[src/rtl/res_sign_fmt_pkg.sv]
package res_sign_fmt_pkg;
  parameter int RAW_W  = 16;
  parameter int CHAN_W = 4;
  parameter int WORD_W = 32;
  parameter int TAG_LSB = 24;

  typedef enum logic [1:0] {
    POL_SE_U_DF_S = 2'd0,
    POL_SE_S_DF_U = 2'd1,
    POL_ALL_U     = 2'd2,
    POL_ALL_S     = 2'd3
  } sign_policy_e;

  typedef enum logic [2:0] {
    RES_8  = 3'd0,
    RES_10 = 3'd1,
    RES_12 = 3'd2,
    RES_14 = 3'd3,
    RES_16 = 3'd4
  } res_code_e;
endpackage

[src/rtl/res_sign_decide.sv]
module res_sign_decide
  import res_sign_fmt_pkg::*;
(
  input  logic [1:0] policy,
  input  logic       is_diff,
  output logic       is_signed
);
  always_comb begin
    unique case (sign_policy_e'(policy))
      POL_SE_U_DF_S: is_signed = is_diff;
      POL_SE_S_DF_U: is_signed = ~is_diff;
      POL_ALL_U:     is_signed = 1'b0;
      default:       is_signed = 1'b1;
    endcase
  end
endmodule

[src/rtl/res_width_extend.sv]
module res_width_extend
  import res_sign_fmt_pkg::*;
#(
  parameter int W = RAW_W,
  parameter int NUM_RES = 5
) (
  input  logic [W-1:0] raw,
  input  logic [2:0]   res_sel,
  input  logic         is_signed,
  output logic [W-1:0] ext
);
  localparam int MIN_W = W - 2 * (NUM_RES - 1);

  logic [W-1:0] cand [NUM_RES];

  for (genvar g = 0; g < NUM_RES; g++) begin : g_res
    localparam int RW = MIN_W + 2 * g;
    if (RW >= W) begin : g_full
      assign cand[g] = raw;
    end else begin : g_part
      logic fill;
      assign fill = is_signed & raw[RW-1];
      assign cand[g] = {{(W-RW){fill}}, raw[RW-1:0]};
    end
  end

  always_comb begin
    if (res_sel < 3'(NUM_RES)) ext = cand[res_sel];
    else                       ext = cand[NUM_RES-1];
  end
endmodule

[src/rtl/res_sign_fmt.sv]
module res_sign_fmt
  import res_sign_fmt_pkg::*;
(
  input  logic              clk,
  input  logic              rst,
  input  logic              in_valid,
  input  logic [RAW_W-1:0]  raw,
  input  logic [2:0]        res_sel,
  input  logic [1:0]        sign_policy,
  input  logic              is_diff,
  input  logic [CHAN_W-1:0] chan,
  input  logic              tag_en,
  output logic              out_valid,
  output logic [RAW_W-1:0]  result,
  output logic [WORD_W-1:0] last_word
);
  localparam int TAG_MSB = TAG_LSB + CHAN_W - 1;

  logic             signed_sel;
  logic [RAW_W-1:0] ext_val;
  logic [WORD_W-1:0] word_nxt;

  res_sign_decide u_decide (
    .policy   (sign_policy),
    .is_diff  (is_diff),
    .is_signed(signed_sel)
  );

  res_width_extend #(.W(RAW_W)) u_ext (
    .raw      (raw),
    .res_sel  (res_sel),
    .is_signed(signed_sel),
    .ext      (ext_val)
  );

  always_comb begin
    word_nxt = '0;
    word_nxt[RAW_W-1:0] = ext_val;
    if (tag_en) word_nxt[TAG_MSB:TAG_LSB] = chan;
  end

  always_ff @(posedge clk) begin
    if (rst) begin
      out_valid <= 1'b0;
      result    <= '0;
      last_word <= '0;
    end else begin
      out_valid <= in_valid;
      if (in_valid) begin
        result    <= ext_val;
        last_word <= word_nxt;
      end
    end
  end
endmodule

[config.mk]
export PLATFORM = sky130hd
export DESIGN_NAME = res_sign_fmt
export DESIGN_NICKNAME = d
export VERILOG_FILES = /design/src/rtl/res_sign_fmt_pkg.sv /design/src/rtl/res_sign_decide.sv /design/src/rtl/res_width_extend.sv /design/src/rtl/res_sign_fmt.sv
export SDC_FILE = /design/constraint.sdc
export NUM_CORES = 1
export LEC_CHECK = 0
export BUFFER_PORTS_ARGS = -buffer_cell sky130_fd_sc_hd__buf_2
export CAP_MARGIN = 15
export CORE_MARGIN = 2
export CORE_UTILIZATION = 39
export DETAILED_ROUTE_END_ITERATION = 10
export GPL_ROUTABILITY_DRIVEN = 0
export MAX_ROUTING_LAYER = met4
export PLACE_DENSITY = 0.76
export RECOVER_POWER = 25
export SLEW_MARGIN = 15
export SYNTH_ARGS = -nofsm -noshare
export SYNTH_HDL_FRONTEND = slang
export SYNTH_SLANG_ARGS = --single-unit
[constraint.sdc]
create_clock -name clk -period 3 [get_ports clk]
set_clock_uncertainty 0.2 [all_clocks]
set_input_delay 0.45 -clock clk [delete_from_list [all_inputs] [get_ports clk]]
set_output_delay 0.45 -clock clk [all_outputs]
set_load 0.02 [all_outputs]
==> reports/metrics.cfg <==
[timing]
layout_min_cycle_time_ns = 2.02
setup_viol = 0
fin_crit_sh_pct = 67.5
worst_pin_slew_ns = 1.34
maxSlewViolCount = 0
fmax_mhz = 494
fin_tns_setup_ns = 0
fin_hold_ws_ns = 0.177
rsz0062_at_grt = false
hold_viol = 0
slew_headroom_pct = 10.5

[setup_path]
path_class = in -> reg
critPathSlowestCell = clkbuf_1
arrival_ns = 2.07
worstSetupStartpointType = input pin
crit_path_cell_trace = clkbuf_1, nand2b_1, nor2_1, and3_1, a221o_1
critPathRequiredTime_ns = 3.04
max_stage_delay_ns = 0.96
critical_path.top_delay_family = buffers and inverters
cp_max_fo = 30
critPathBufInv = 1
end_kind = flip-flop

[floorplanning]
fp.dieH_um = 57.3
row_count = 19
dieArea_mm2 = 0.00329
coreArea_mm2 = 0.00273
ios = 79
initial_utilization_pct = 40.5
fp.dieW_um = 57.3

[cells_and_area]
layout.nets = 203
area_growth_pct = 17.6
fillCellCount = 273
seq_area_um2 = 420
multi_input_area_um2 = 484
fin_util_pct = 47.7
drive_above_1_share_pct = 41.3
antenna_cells = 0

[yosys]
yosys.area_share.simple_pct = 16.3
ys_warn_count = 0
synth-seq-cells = 21
synthAdderAreaFrac_pct = 0
syn-cell-area_mm2 = 0.00111
synth_xor_area_share_pct = 2.48
synth_top_family_by_area = buffers and inverters
synth-seq-area-share_pct = 37.9
synth_cell_types = 25
netlist_instances = 126
synth_compound_area_share_pct = 11.9
synth.avg_cell_area_um2 = 8.80
synthMuxAreaShare_pct = 9.03

[global_route]
grt-ovfl-total = 0
grt_max_degree = 31
antenna_found_initial = 0
grtUsageTotal_pct = 13.3
grt_first_pass_wirelength_um = 3300
grt_pass1_vias = 778

[detailed_routing]
drtIter0Drc = 27
viasPerCell = 4.59
wl_met2_um = 956
route.detailed.drc = 0
wire_per_inst_um = 10.5
met1Wirelength_um = 999
wl_met3_um = 174
routed.top_layer = met4
ant_nets = 0
drtPass1Iterations = 4
wirelength_um = 2140
vias = 932

[status]
outcome = complete, no violations

[clock_tree]
cts_buffers = 3
clock_path_buffers = 2
clkTransAtPathRegs_ns = 0.10
postCtsSetupBuffers = 0
tritoncts = built
root_buffer = clkbuf_4
clock_latency_ns = 0.30
ctsHoldBuffers = 0
cts_num_sinks = 21
h-tree-depth = 1
post_cts_resized = 0

[pwr]
peakVddDrop_mv = 0.261
leakagePower_nw = 0.702
power_density_mw_per_mm2 = 454

[run]
cap_violations = 0

[min_path]
hold_class = in -> reg

[placed_design]
hpwl_um = 1680
portBuffers = 66

-- path summary, 6_finish.rpt --
check	endpoint	depth (start not counted)	slack (ns)	startpoint
max	result[13]	5	0.98	in_valid
min	result[12]	2	0.18	raw[12]
min reg2reg	last_word[25]	2	0.27	last_word[25]
max reg2reg	result[10]	2	2.03	result[10]
-- synthesized netlist by cell type --
cell      instances  area share [%]
buf_4            28              19
dfxtp_1          21              38
nor2_1           17             5.8
mux2i_1          10             9.0
nand2b_1          7             4.0
a311oi_1          6             4.7
nand2_1           6             2.0
a21oi_1           5             2.3
nand3_1           5             2.3
buf_2             3             1.4
a221o_1           2             1.8
clkbuf_1          2            0.68
o21ai_0           2            0.90
a211oi_2          1             1.1
and3_1            1            0.56
buf_1             1            0.34
clkbuf_2          1            0.45
conb_1            1            0.34
inv_1             1            0.34
nor3_1            1            0.45
nor3b_1           1            0.68
o21ai_1           1            0.45
o22ai_1           1            0.56
or3_1             1            0.56
xnor2_4           1             2.5
-- metal layers --
metal	vias to the layer above	GRT usage, %
li1	480	-
met1	396	17.9
met2	54	19.5
met3	2	2.04
met4	0	5.98
met5	-	-
-- area by class of cell --
| cell class | instances | share of cell area (%) |
|---|---|---|
| clock buffer | 3 | 1.73 |
| clock inverter | 1 | 0.384 |
| inverter | 1 | 0.288 |
| multi-input combinational | 80 | 37.1 |
| sequential | 21 | 32.2 |
| tap | 31 | 2.98 |
| timing repair buffer | 66 | 25.2 |
-- stage by stage --
step | area [µm²] | instances | setup WS, ns | power [W]
after floorplan | 1150 | 137 | 1.40 | 0.000443
after global placement | 1280 | 199 | 1.25 | 0.000468
after detailed placement | 1280 | 199 | 1.22 | 0.000469
after CTS | 1310 | 203 | 1.48 | 0.000600
after global routing | 1300 | 203 | 0.793 | 0.000632
final | 1300 | 203 | 0.976 | 0.000592
-- flip-flops by register name (all words and copies together), names as in the netlist --
register / cells
last_word: 5
out_valid: 1
result: 15
-- power breakdown --
part	internal [W]	switching (W)
registers	0.000296	0.0000101
clock network	0.0000496	0.0000807
logic	0.0000568	0.0000991
-- cells by family (layout without fill, tap and decap cells) --
family,after synthesis,after routing
and+or+nand+nor,39,39
AOI/OAI and AO/OA,18,18
xor gates and xnor gates,1,1
buffers and inverters,36,71
muxes,10,10
other,1,12
DFF,21,21
-- cells in the final DEF, fill, tap and decap left out, types with 2 or more instances in the layout --
cell type   n
clkbuf_4    3
nor2_1     17
nand2_1     6
conb_1     12
a21oi_1     5
buf_2      65
dfxtp_1    21
o21ai_0     2
a311oi_1    6
nand2b_1    7
nand3_1     5
a221o_1     2
mux2i_1    10
(Power assumes the default switching activity.)
